==> src/rtl/pci_clkrun_pkg.sv <==
package pci_clkrun_pkg;
  typedef enum logic [1:0] {
    CR_RUN  = 2'd0,   // line driven low, counting idle cycles
    CR_REL  = 2'd1,   // line released, clock may be stopped
    CR_WAKE = 2'd2    // stop request dropped, drive resumes next edge
  } cr_state_e;
endpackage

==> src/rtl/pci_clkrun_sync.sv <==
module pci_clkrun_sync #(
  parameter int STAGES = 2,
  parameter bit RST_VAL = 1'b1
) (
  input  logic clk,
  input  logic rst,
  input  logic d,
  output logic q
);
  logic [STAGES-1:0] chain;

  always_ff @(posedge clk) begin
    if (rst) chain <= {STAGES{RST_VAL}};
    else     chain <= {chain[STAGES-2:0], d};
  end

  assign q = chain[STAGES-1];
endmodule

==> src/rtl/pci_clkrun_cnt.sv <==
module pci_clkrun_cnt #(
  parameter int LIMIT = 26
) (
  input  logic clk,
  input  logic rst,
  input  logic clear,
  input  logic tick,
  output logic hit
);
  localparam int CW = (LIMIT > 2) ? $clog2(LIMIT) : 1;
  localparam logic [CW-1:0] LAST = CW'(LIMIT - 1);

  logic [CW-1:0] cnt;

  always_ff @(posedge clk) begin
    if (rst || clear || !tick) cnt <= '0;
    else if (cnt != LAST)      cnt <= cnt + 1'b1;
  end

  // asserted on the edge that samples the LIMIT-th consecutive tick
  assign hit = tick && !clear && (cnt == LAST);
endmodule

==> src/rtl/pci_clkrun_ctrl.sv <==
module pci_clkrun_ctrl
  import pci_clkrun_pkg::*;
#(
  parameter int IDLE_CYCLES = 26,
  parameter int SYNC_STAGES = 2
) (
  input  logic clk,
  input  logic rst,
  input  logic clkrun_off,
  input  logic stop_allow,
  input  logic bus_idle,
  input  logic clkrun_in,
  output logic clkrun_drive,
  output logic clkstop_req
);
  cr_state_e state, nxt;
  logic line_s;
  logic idle_hit;
  logic settle_hit;
  logic armed;

  pci_clkrun_sync #(.STAGES(SYNC_STAGES), .RST_VAL(1'b1)) u_sync (
    .clk (clk),
    .rst (rst),
    .d   (clkrun_in),
    .q   (line_s)
  );

  pci_clkrun_cnt #(.LIMIT(IDLE_CYCLES)) u_idle (
    .clk   (clk),
    .rst   (rst),
    .clear ((state != CR_RUN) || clkrun_off),
    .tick  (bus_idle),
    .hit   (idle_hit)
  );

  // waits out the synchronizer latency after a release
  pci_clkrun_cnt #(.LIMIT(SYNC_STAGES)) u_settle (
    .clk   (clk),
    .rst   (rst),
    .clear (state != CR_REL),
    .tick  (1'b1),
    .hit   (settle_hit)
  );

  always_comb begin
    nxt = state;
    unique case (state)
      CR_RUN:  if (idle_hit) nxt = CR_REL;
      CR_REL:  if (armed && !line_s) nxt = CR_WAKE;
      CR_WAKE: nxt = CR_RUN;
      default: nxt = CR_RUN;
    endcase
    if (clkrun_off) nxt = CR_RUN;
  end

  always_ff @(posedge clk) begin
    if (rst) begin
      state        <= CR_RUN;
      clkrun_drive <= 1'b1;
      clkstop_req  <= 1'b0;
      armed        <= 1'b0;
    end else begin
      state        <= nxt;
      clkrun_drive <= (nxt == CR_RUN);
      clkstop_req  <= (nxt == CR_REL) && stop_allow;
      armed        <= (nxt == CR_REL) && (armed || settle_hit);
    end
  end
endmodule

==> config.mk <==
export PLATFORM = sky130hd
export DESIGN_NAME = pci_clkrun_ctrl
export DESIGN_NICKNAME = d
export VERILOG_FILES = /design/src/rtl/pci_clkrun_pkg.sv /design/src/rtl/pci_clkrun_sync.sv /design/src/rtl/pci_clkrun_cnt.sv /design/src/rtl/pci_clkrun_ctrl.sv
export SDC_FILE = /design/constraint.sdc
export NUM_CORES = 1
export LEC_CHECK = 0
export ABC_AREA = 1
export CAP_MARGIN = 20
export CORE_AREA = 2 2 39 41
export CTS_CLUSTER_DIAMETER = 50
export CTS_CLUSTER_SIZE = 12
export DETAILED_ROUTE_END_ITERATION = 10
export DIE_AREA = 0 0 41 43
export DONT_BUFFER_PORTS = 1
export GPL_ROUTABILITY_DRIVEN = 0
export PLACE_DENSITY = 0.7
export SLEW_MARGIN = 10
export SYNTH_ARGS = -nofsm -noshare
export SYNTH_HDL_FRONTEND = slang
export SYNTH_HIERARCHICAL = 1
export SYNTH_SLANG_ARGS = --single-unit
==> constraint.sdc <==
create_clock -name clk -period 1.5 [get_ports clk]
set_input_delay 0.075 -clock clk [delete_from_list [all_inputs] [get_ports clk]]
set_output_delay 0.075 -clock clk [all_outputs]
set_load 0.01 [all_outputs]
==> reports/qor.yml, run 1 <==
outcome:
  status: "finished clean"
sta:
  period_share_pct: 85.9
  worst_hold_slack_ns: 0.0177
  setup_viol: 0
  post-route-min-period_ns: 1.29
  fmax_mhz: 776
  grt_setup_unrepaired: "false"
  setup-tns-final_ns: 0
  finalHoldViolCount: 0
  report.final.slew_viol_count: 0
  worst_clock_skew_ns: 0.00153
hold_path:
  min_path_type: "in2reg"
clock_tree:
  cts.path.max_buffers: 2
  cts_num_sinks: 13
  worst_skew_pair.late_latency_ns: 0.27
  cts_buffers: 3
  htreeDepth: 1
  path_clk_slew_ns: 0.08
  cts_tree: "yes"
  cts-root-buf: "clkbuf_4"
  postCtsSetupBuffers: 0
drt:
  postRouteAntennaNets: 0
  drc: 0
  drt_iter0_drc: 8
  vias_per_cell: 4.31
  drt-total-wl_um: 988
  vias: 483
  first_pass_iters: 4
  drt-wirelength-per-cell_um: 8.82
synth:
  ys.flop_type: "dfxtp_1"
  ys_ff_latch: 13
  synth_edf_count: 0
  syn-instance-count: 89
  avgSynthCellArea_um2: 6.94
  syn-num-nets: 97
  synth_area_um2: 618
  yosysSeqAreaShare_pct: 42.1
  synth.distinct_cells: 19
  synthArstFlopShare_pct: 0
  yosys_warnings: 6
global_route:
  grt_pass1_wl_mm: 1.70
  grt_max_degree: 8
  antenna_found_initial: 0
  first_global_vias: 453
  track_usage_pct: 15.2
  overflow: 0
pwr:
  ir_drop_mv: 0.458
  leakagePower_nw: 0.325
  p_per_area_nw_per_um2: 851
  power_w: 0.000594
critical_path:
  critical_path.startpoint_type: "register"
  cp_data_required_time_ns: 1.71
  critPathCaptureType: "register"
  crit_path_max_fanout: 5
  worstSetupPathType: "reg2reg"
  arrival_ns: 1.50
die:
  initial_core_util_pct: 44.7
  pin_count: 8
  dieHeight_um: 43
  die_w_um: 41
  rows: 14
  dieArea_um2: 1760
  core_um2: 1380
cells_and_area:
  ff_latch_area_um2: 260
  fin_nets: 105
  fillCellCount: 127
  syn2layout_area_growth_pct: 13.0
  drive_gt1_share_pct: 10.4
  n_antenna_cell: 0
  multi_input_area_um2: 264
placement:
  io_buffer_count: 0
  dp_hpwl_um: 697
job:
  cap_violations: 0
==> registers in the layout, indices dropped and copies added, names as in the netlist <==
register / count
armed: 1
u_settle/cnt: 1
u_idle/cnt: 5
state: 2
clkrun_drive: 1
clkstop_req: 1
u_sync/chain: 2
==> per-stage QoR <==
stage	util (%)	std cells	cell area, µm²	setup slack [ns]
finish	50.5	112	698	0.212
global route	50.5	112	698	0.0464
CTS	50.1	112	693	0.160
detailed placement	45.3	104	627	0.183
global placement	45.3	104	627	0.256
floorplan	-	89	618	0.323
==> cells in the mapped netlist (2+ instances only) <==
library cell,number,area [µm²]
inv_1,22,82.6
nand2_1,18,67.6
dfxtp_1,13,260
nor2_1,13,48.8
nand3_1,4,20.0
a21oi_1,2,10.0
ha_1,2,25.0
nand2_2,2,12.5
nand4_1,2,12.5
nor3_1,2,10.0
==> final timing paths <==
kind / from / endpoint / slack [ns] / cells after the start
max reg2reg: u_idle/cnt[0] / clkstop_req / 0.21 / 7
max: u_idle/cnt[0] / clkstop_req / 0.21 / 7
min reg2reg: u_sync/chain[0] / u_sync/chain[1] / 0.42 / 2
min: clkrun_off / clkrun_drive / 0.02 / 4
==> final cells by class <==
type                            count  area share (%)
Inverter                           23            12.5
Multi-Input combinational cell     52            37.8
Sequential cell                    13            37.3
Clock buffer                        4            3.76
Tap cell                           16            2.87
Timing Repair Buffer                4            5.73
==> routing by layer <==
metal | share of wire, % | up-vias | GRT usage [%]
met4 | 1.0 | 0 | 12.0
met5 | 0 | - | 0
li1 | - | 275 | -
met1 | 51 | 201 | 18.9
met3 | 3.2 | 2 | 6.28
met2 | 44 | 5 | 19.7
==> cell usage in the layout, fill, tap and decap left out, types with 2 or more instances in the layout <==
| cell type | count |
|---|---|
| nor2_1 | 13 |
| inv_1 | 22 |
| nor3_2 | 2 |
| dfxtp_1 | 13 |
| clkbuf_4 | 3 |
| nand3_1 | 4 |
| nand2_2 | 2 |
| nand4_1 | 2 |
| nand2_1 | 18 |
| dlygate4sd3_1 | 4 |
| a21oi_1 | 2 |
| ha_1 | 2 |
==> report_power, final <==
group	switching [W]	internal [W]
Sequential	0.00000253	0.000349
Combinational	0.0000146	0.0000132
Clock	0.000112	0.000103
==> what timing repair did <==
item,4_1_cts,5_1_grt
hold buffers,4,0
endpoints found under the setup margin,0,2
hold endpoints to repair,8,0
gates resized for setup,0,1
==> worst max-delay path: stages, from the launching register on <==
cell	delay (ns)
dfxtp_1	0.40
ha_1	0.17
nand2_1	0.12
nor3_2	0.23
nand2_1	0.08
nand2_1	0.08
nand2_2	0.06
nor2_1	0.08
==> kinds of logic (layout without fill, tap and decap cells) <==
family          Yosys count  in the layout  share of synthesized area (%)
buf+inv                  24             31                           16.0
compound gates            4              4                           3.64
simple gates             44             44                           32.2
xor+xnor                  1              1                           1.42
flops                    13             13                           42.1
fa+ha+maj                 2              2                           4.05
other cells               1              1                          0.607
No activity file was read; power rests on OpenSTA's default activity.
==> run 2: changes to the inputs <==
- PLACE_DENSITY: 0.7 -> 0.72
- clock period: 1.5 -> 1.12 ns (I/O delays scaled with it)
==> reports/qor.yml, run 2 (synthesized netlist as in run 1, its figures left out) <==
outcome:
  status: "complete, but fails checks"
  violations: "negative hold slack"
sta:
  worst_hold_slack_ns: -0.000898
  post-route-min-period_ns: 1.12
  worst_slack_ns: 0.00236
  setup-tns-final_ns: 0
  period_share_pct: 99.8
  worst_clock_skew_ns: 0.00666
  setup_viol: 0
  finalHoldViolCount: 1
  grt_setup_unrepaired: "true"
  report.final.slew_viol_count: 0
  fmax_mhz: 895
cells_and_area:
  n_antenna_cell: 0
  layout_commonest_cell: "inv_1"
  reg_top3: "u_idle/cnt x5, state x2, u_sync/chain x2"
  drive_gt1_share_pct: 25.2
  fillCellCount: 126
  largest_register_ffs: 5
  final_util_pct: 60.3
  largest_register: "u_idle/cnt"
  final_cell_mix: "21 x inv_1, 15 x nand2_1, 12 x nor2_1"
  fin_nets: 116
  syn2layout_area_growth_pct: 35.0
critical_path:
  reg2reg_slack_ns: 0.002
  worstSetupPathType: "reg2reg"
  timing.rr.start: "state[0]"
  crit_path_max_fanout: 3
  r2r-end: "armed"
  cp_data_required_time_ns: 1.34
  rr_worst_depth: 9
  startpoint: "state[0]"
  arrival_ns: 1.34
  critPathCaptureType: "register"
  critical_path.startpoint_type: "register"
drt:
  vias: 552
  first_pass_iters: 3
  vias_per_cell: 4.49
  drt-total-wl_mm: 1.20
  drt_iter0_drc: 3
  drt-wirelength-per-cell_um: 9.75
  postRouteAntennaNets: 0
  drc: 0
placement:
  dp_hpwl_um: 801
  dpl_worst_slack_ns: -0.102
  io_buffer_count: 0
pwr:
  p_per_area_nw_per_um2: 984
  leakagePower_nw: 0.410
  power_w: 0.000821
  ir_drop_mv: 0.860
hold_path:
  hold_depth: 3
  worstHoldEndpoint: "u_idle/cnt[4]"
  hp-start: "rst"
  min_path_type: "in2reg"
clock_tree:
  path_clk_slew_ns: 0.09
  cts_buffers: 3
  htreeDepth: 1
  worst_skew_pair.late_latency_ns: 0.27
  postCtsSetupBuffers: 0
  cts_num_sinks: 13
  cts-root-buf: "clkbuf_4"
  cts_tree: "yes"
  cts.path.max_buffers: 2
die:
  initial_core_util_pct: 44.7
  dieArea_um2: 1760
  core_um2: 1380
  dieHeight_um: 43
  die_w_um: 41
  rows: 14
  pin_count: 8
job:
  cap_violations: 0
global_route:
  overflow: 0
  antenna_found_initial: 0
  first_global_vias: 541
  grt_pass1_wl_mm: 2.01
  grt_max_degree: 9
  track_usage_pct: 16.9
run 2: cell count changes in the layout (fill, tap and decap cells not counted), sizes merged:
cell / previous run / this run
buf: 0 / 6
dlygate4sd3: 4 / 9
clkbuf: 4 / 3
clkinv: 1 / 2
run 2: repair_timing:
item / in CTS / in global routing
pin swaps: 5 / 1
hold buffers: 8 / 1
setup endpoints to repair: 5 / 8
gates resized for setup: 9 / 3
endpoints found under the hold margin: 8 / 3
run 2: critical path, cell delays in order (launching register included):
cell     delay (ns)
dfxtp_2        0.33
nor2_2         0.11
nand2_1        0.08
inv_1          0.07
nand2_2        0.06
nor3_4         0.13
nand2_1        0.08
nand2_1        0.07
nand2_2        0.06
nor2_1         0.08
run 2: where the power goes:
group | total, W | switching [W] | leakage, nW | internal (W)
sequential | 0.000470 | 0.00000279 | 0.107 | 0.000467
clock | 0.000291 | 0.000159 | 0.0177 | 0.000132
combinational | 0.0000600 | 0.0000261 | 0.286 | 0.0000339
run 2: metrics by stage:
step	std cells	instance area [µm²]
final	123	835
after detailed placement	110	678
after global placement	110	678
after global routing	123	835
after floorplan	89	624
after CTS	122	815
run 2: worst max-delay path by stage:
stage / end / cells past startpoint
after floorplan: armed / 8
after global placement: armed / 9
after detailed placement: armed / 9
after CTS: armed / 9
after global routing: armed / 9
final: armed / 9
run 2: routing by layer:
| layer | global-route usage (%) | part of all wire, % | vias up |
|---|---|---|---|
| li1 | - | - | 297 |
| met1 | 18.0 | 44 | 249 |
| met2 | 29.4 | 52 | 4 |
| met3 | 4.71 | 2.3 | 2 |
| met4 | 6.00 | 1.1 | 0 |
| met5 | 0 | 0 | - |
run 2: area by class of cell:
class / instances / area (µm²) / share of cell area (%)
Clock buffer: 3 / 22.5 / 2.70
Clock inverter: 1 / 5.00 / 0.600
Inverter: 23 / 87.6 / 10.5
Multi-Input combinational cell: 52 / 300 / 36.0
Sequential cell: 13 / 264 / 31.6
Tap cell: 16 / 20.0 / 2.40
Timing Repair Buffer: 15 / 135 / 16.2
